$ cat config.mk
export PLATFORM = sky130hd
export DESIGN_NAME = fir_mac_array
export DESIGN_NICKNAME = d
export VERILOG_FILES = /design/src/rtl/fir_arr_pkg.sv /design/src/rtl/fir_coef_delay.sv /design/src/rtl/fir_mac_cell.sv /design/src/rtl/fir_mac_array.sv
export SDC_FILE = /design/constraint.sdc
export NUM_CORES = 1
export LEC_CHECK = 0
export BUFFER_PORTS_ARGS = -buffer_cell sky130_fd_sc_hd__buf_4
export CORE_ASPECT_RATIO = 0.7
export CORE_MARGIN = 2
export CORE_UTILIZATION = 45
export DETAILED_ROUTE_END_ITERATION = 10
export GPL_ROUTABILITY_DRIVEN = 1
export SLEW_MARGIN = 20
export SYNTH_ARGS = -nofsm -noshare
export SYNTH_HDL_FRONTEND = slang
export SYNTH_HIERARCHICAL = 1
export SYNTH_SLANG_ARGS = --single-unit
$ cat constraint.sdc
create_clock -name clk -period 9.8 [get_ports clk]
set_input_delay 1.96 -clock clk [delete_from_list [all_inputs] [get_ports clk]]
set_output_delay 1.96 -clock clk [all_outputs]
set_load 0.005 [all_outputs]
$ cat src/rtl/fir_arr_pkg.sv
package fir_arr_pkg;
  localparam int DATA_W     = 8;
  localparam int COEF_W     = 8;
  localparam int ACC_W      = 26;
  localparam int CELLS      = 4;
  localparam int DEC_STAGES = 4;

  // decimation select encodings: hop delay of 1..4 register stages
  typedef enum logic [1:0] {
    DEC_BY1 = 2'd0,
    DEC_BY2 = 2'd1,
    DEC_BY3 = 2'd2,
    DEC_BY4 = 2'd3
  } dec_mode_e;
endpackage

$ cat src/rtl/fir_coef_delay.sv
module fir_coef_delay #(
  parameter int W      = 8,
  parameter int STAGES = 4,
  parameter int SEL_W  = (STAGES > 1) ? $clog2(STAGES) : 1
) (
  input  logic             clk,
  input  logic             rst,
  input  logic [SEL_W-1:0] sel,
  input  logic [W-1:0]     d,
  output logic [W-1:0]     q
);
  logic [W-1:0] stg [STAGES];

  // stages shift every cycle; the select only chooses the tap
  always_ff @(posedge clk) begin
    if (rst) begin
      for (int i = 0; i < STAGES; i++) stg[i] <= '0;
    end else begin
      stg[0] <= d;
      for (int i = 1; i < STAGES; i++) stg[i] <= stg[i-1];
    end
  end

  always_comb begin
    q = stg[STAGES-1];
    if (int'(sel) < STAGES) q = stg[sel];
  end
endmodule

$ cat src/rtl/fir_mac_cell.sv
module fir_mac_cell #(
  parameter int DW     = 8,
  parameter int CW     = 8,
  parameter int AW     = 26,
  parameter int STAGES = 4,
  parameter int SEL_W  = 2
) (
  input  logic             clk,
  input  logic             rst,
  input  logic [DW-1:0]    din,
  input  logic [CW-1:0]    coef_in,
  input  logic             data_signed,
  input  logic             coef_signed,
  input  logic             erase,
  input  logic [SEL_W-1:0] sel,
  output logic [CW-1:0]    coef_out,
  output logic [AW-1:0]    acc
);
  localparam int PW = DW + CW + 2;

  logic signed [DW:0]   a_ext;
  logic signed [CW:0]   b_ext;
  logic signed [PW-1:0] p_full;
  logic [AW-1:0]        prod;

  // one extra operand bit covers all four signedness pairings
  always_comb begin
    a_ext  = {data_signed & din[DW-1], din};
    b_ext  = {coef_signed & coef_in[CW-1], coef_in};
    p_full = a_ext * b_ext;
    prod   = {{(AW-PW){p_full[PW-1]}}, p_full};
  end

  always_ff @(posedge clk) begin
    if (rst)        acc <= '0;
    else if (erase) acc <= prod;
    else            acc <= acc + prod;
  end

  fir_coef_delay #(.W(CW), .STAGES(STAGES), .SEL_W(SEL_W)) u_dly (
    .clk (clk),
    .rst (rst),
    .sel (sel),
    .d   (coef_in),
    .q   (coef_out)
  );

  AST_ERASE_LOAD: assert property (@(posedge clk) disable iff (rst)
    erase |=> acc == $past(prod)) else $error("erase did not load product");
  AST_ACC_ADD: assert property (@(posedge clk) disable iff (rst)
    !erase |=> acc == $past(acc) + $past(prod)) else $error("accumulate mismatch");
  AST_UNSIGNED_NONNEG: assert property (@(posedge clk) disable iff (rst)
    (!data_signed && !coef_signed) |-> !prod[AW-1]) else $error("unsigned product negative");
  AST_SIGNED_SIGN: assert property (@(posedge clk) disable iff (rst)
    (data_signed && coef_signed && din != '0 && coef_in != '0)
      |-> prod[AW-1] == (din[DW-1] ^ coef_in[CW-1])) else $error("signed product sign");
endmodule

$ cat src/rtl/fir_mac_array.sv
module fir_mac_array
  import fir_arr_pkg::*;
#(
  parameter int DW     = DATA_W,
  parameter int CW     = COEF_W,
  parameter int AW     = ACC_W,
  parameter int NCELL  = CELLS,
  parameter int STAGES = DEC_STAGES,
  parameter int MODE_W = (STAGES > 1) ? $clog2(STAGES) : 1
) (
  input  logic              clk,
  input  logic              rst,
  input  logic              data_en,
  input  logic [DW-1:0]     din,
  input  logic              data_signed,
  input  logic              coef_en,
  input  logic [CW-1:0]     cin,
  input  logic              coef_signed,
  input  logic [MODE_W-1:0] dec_mode,
  input  logic [NCELL-1:0]  erase,
  output logic [CW-1:0]     cout,
  output logic [NCELL*AW-1:0] acc_bus
);
  logic [DW-1:0] din_q;
  logic [CW-1:0] cin_q;
  logic [CW-1:0] chain [NCELL+1];
  logic [AW-1:0] acc_w [NCELL];

  always_ff @(posedge clk) begin
    if (rst) begin
      din_q <= '0;
      cin_q <= '0;
    end else begin
      if (data_en) din_q <= din;
      if (coef_en) cin_q <= cin;
    end
  end

  assign chain[0] = cin_q;
  assign cout     = chain[NCELL];

  for (genvar k = 0; k < NCELL; k++) begin : g_cell
    fir_mac_cell #(
      .DW(DW), .CW(CW), .AW(AW), .STAGES(STAGES), .SEL_W(MODE_W)
    ) u_cell (
      .clk         (clk),
      .rst         (rst),
      .din         (din_q),
      .coef_in     (chain[k]),
      .data_signed (data_signed),
      .coef_signed (coef_signed),
      .erase       (erase[k]),
      .sel         (dec_mode),
      .coef_out    (chain[k+1]),
      .acc         (acc_w[k])
    );
    assign acc_bus[k*AW +: AW] = acc_w[k];
  end

  // cycles since reset, saturating; guards the $past depth below
  logic [2:0] age_q;
  always_ff @(posedge clk) begin
    if (rst)                age_q <= '0;
    else if (age_q != 3'd7) age_q <= age_q + 3'd1;
  end

  AST_RESET_CLEAR: assert property (@(posedge clk) disable iff (rst)
    $past(rst) |-> (acc_bus == '0 && cout == '0)) else $error("reset state");
  AST_CASCADE_OUT: assert property (@(posedge clk) disable iff (rst)
    (dec_mode == DEC_BY1 && age_q >= 3'd1) |-> cout == $past(chain[NCELL-1])) else $error("cascade");

  for (genvar k = 0; k < NCELL; k++) begin : g_hop
    AST_HOP_M0: assert property (@(posedge clk) disable iff (rst)
      (dec_mode == DEC_BY1 && age_q >= 3'd1) |-> chain[k+1] == $past(chain[k], 1)) else $error("hop m0");
    AST_HOP_M1: assert property (@(posedge clk) disable iff (rst)
      (dec_mode == DEC_BY2 && age_q >= 3'd2) |-> chain[k+1] == $past(chain[k], 2)) else $error("hop m1");
    AST_HOP_M2: assert property (@(posedge clk) disable iff (rst)
      (dec_mode == DEC_BY3 && age_q >= 3'd3) |-> chain[k+1] == $past(chain[k], 3)) else $error("hop m2");
    AST_HOP_M3: assert property (@(posedge clk) disable iff (rst)
      (dec_mode == DEC_BY4 && age_q >= 3'd4) |-> chain[k+1] == $past(chain[k], 4)) else $error("hop m3");
  end
endmodule

==> impl_metrics.env <==
export IMPL_start_util_pct=45.6
export IMPL_post_route_drc_count=0
export IMPL_syn_inst=2750
export IMPL_synth_cell_types=96
export IMPL_worstRegToRegCells=27
export IMPL_critical_path_arrival_ns=9.61
export IMPL_fin_crit_ns=9.15
export IMPL_setup_violations=0
export IMPL_cts_buffer_depth=3
export IMPL_cp_end_kind="flop"
export IMPL_worstMarginPinSlew_ns=0.884
export IMPL_ys_ff_latch=248
export IMPL_boundaryPins=140
export IMPL_numCtsBuffers=29
export IMPL_yosys_area_top_type="fa_1"
export IMPL_clk_pin_slew_ns=0.07
export IMPL_fin_setup_tns_ns=0
export IMPL_wl_per_cell_um=16.3
export IMPL_die_area_mm2=0.0581
export IMPL_ctsResizeCount=0
export IMPL_dp_hpwl_um=45300
export IMPL_htreeDepth=1
export IMPL_syn_to_final_growth_pct=10.8
export IMPL_drt_total_wl_um=58700
export IMPL_synth_nets=3326
export IMPL_critPathBufInv=5
export IMPL_coreArea_mm2=0.0554
export IMPL_path_class="input pin to flop"
export IMPL_startpoint_type="input pin"
export IMPL_dr_pass1_iters=6
export IMPL_holdPathStages=1
export IMPL_peakVddDrop_mv=0.134
export IMPL_cp_depth=29
export IMPL_slowest_delay_ns=0.70
export IMPL_fp_dieH_um=202
export IMPL_gr_total_overflow=0
export IMPL_track_usage_pct=20.5
export IMPL_ys_seq_area_share_pct=19.6
export IMPL_cp_common_cell="fa_1"
export IMPL_syn_avg_cell_area_um2=9.19
export IMPL_grt_max_degree=91
export IMPL_clk_latency_ns=0.59
export IMPL_status="finished, final reports clean"
export IMPL_finalCritPeriodShare_pct=93.4
export IMPL_crit_required_ns=10.26
export IMPL_synth_area_top_cells="fa_1, dfxtp_1, ha_1"
export IMPL_cp_top_family="adder cells"
export IMPL_grt_pass1_wl_um=98200
export IMPL_slew_headroom_pct=41.0
export IMPL_post_cts_buffers=0
export IMPL_clock_skew_ns=0.0187
export IMPL_dp_cells=3553
export IMPL_fmax_mhz=109
export IMPL_antenna_found_initial=0
export IMPL_hold_viol=0
export IMPL_rows=72
export IMPL_routabilityCongestion=0.865
export IMPL_yosys_warnings=6
export IMPL_regArea_mm2=0.00496
export IMPL_powerDensity_mw_per_mm2=96.2
export IMPL_syn_area_mm2=0.0253
export IMPL_cp_slowest_cell="mux4_2"
export IMPL_vias=19000
export IMPL_clock_sinks=248
export IMPL_routed_via_density=5.28
export IMPL_drive_gt1_share_pct=10.7
export IMPL_ant_nets=0
export IMPL_mostFrequentLayoutCell="inv_1"
export IMPL_final_cell_mix="inv_1, fa_1, ha_1"
export IMPL_hold_buffers=0
export IMPL_final_nets=3420
export IMPL_stdcell_count=3607
export IMPL_synth_edf_count=0
export IMPL_n_fill_cell=5197
export IMPL_drtIter0Drc=1040
export IMPL_ys_flop_type="dfxtp_1"
export IMPL_async_reset_ff_share_pct=0
export IMPL_antenna_cells=0
export IMPL_rsz0062_at_grt="no"
export IMPL_p_leak_nw=14.2
export IMPL_hold_path_class="flop to flop"
export IMPL_drv_cap=0
export IMPL_multi_input_area_mm2=0.0185
export IMPL_cts_tree="done"
export IMPL_synth_top_cell_area_share_pct=22.5
export IMPL_grt_pass1_vias=19100
export IMPL_maxSlewViolCount=0
export IMPL_die_w_um=287
export IMPL_placement_io_buffers=139
export IMPL_crit_fanout=20
export IMPL_cts_root_buf="clkbuf_16"
[metal layers]
| layer | track usage [%] | up-vias | share of wire, % |
|---|---|---|---|
| met3 | 3.09 | 46 | 5.5 |
| met1 | 31.5 | 9382 | 50 |
| met2 | 30.9 | 405 | 43 |
| li1 | - | 9214 | - |
| met4 | 3.18 | 0 | 1.4 |
| met5 | 0 | - | 0 |
[state kept, by name (all words and copies together), names as in the netlist]
signal	flops
cin_q	8
din_q	8
g_cell.u_cell/acc	104
g_cell.u_cell/u_dly/stg	128
[logic make-up after synthesis]
| logic type | after synthesis | synth area share [%] |
|---|---|---|
| compound gates | 434 | 11.5 |
| xor+xnor | 139 | 4.88 |
| fa+ha+maj | 548 | 35.6 |
| buf+inv | 454 | 6.99 |
| flops | 248 | 19.6 |
| mux | 69 | 4.34 |
| simple gates | 858 | 17.0 |
[where the power goes]
group / switching, mW / leakage, nW / internal, mW
Clock: 0.491 / 0.482 / 0.677
Sequential: 0.0291 / 2.01 / 1.04
Combinational: 0.271 / 11.7 / 0.190
[layout make-up]
| cell class | instances | area share (%) |
|---|---|---|
| clock buffer | 34 | 2.76 |
| clock inverter | 20 | 0.871 |
| tap | 740 | 3.31 |
| inverter | 353 | 4.73 |
| timing repair buffer | 164 | 4.41 |
| sequential | 248 | 17.7 |
| multi-input combinational | 2048 | 66.2 |
[Yosys cell counts, drive strengths merged, types with 13 or more instances]
cell type and n:
buf 14, and3 20, o21bai 16, nand3 39
nand2b 14, and2 126, mux2i 35, a21oi 156
xor2 43, a21o 38, nor2 172, mux4 32
clkbuf 87, nand2 254, o21a 16, a211oi 31
inv 352, fa 284, nor3 34, dfxtp 248
o21ai 80, or2 14, nor2b 140, ha 264
or3 13, xnor2 96
[per-stage QoR]
step	power, mW	worst slack (ns)	hold slack (ns)	utilization, %	instance area, µm²
floorplan	1.41	0.755	0.432	-	25300
global placement	1.54	0.212	0.444	48.7	27000
detailed placement	1.55	0.108	0.448	48.7	27000
CTS	2.74	0.709	0.455	50.6	28000
global route	2.83	0.222	0.470	50.6	28000
finish	2.70	0.648	0.457	50.6	28000
[path summary, 6_finish.rpt]
path / startpoint / endpoint / slack, ns
worst min-delay path: g_cell[3].u_cell/u_dly/stg[2][2] / g_cell[3].u_cell/u_dly/stg[3][2] / 0.46
worst min register to register: g_cell[3].u_cell/u_dly/stg[2][2] / g_cell[3].u_cell/u_dly/stg[3][2] / 0.46
worst max register to register: cin_q[7] / g_cell[0].u_cell/acc[25] / 1.59
worst max-delay path: dec_mode[0] / g_cell[2].u_cell/acc[25] / 0.65
No activity file was read; power rests on OpenSTA's default activity.
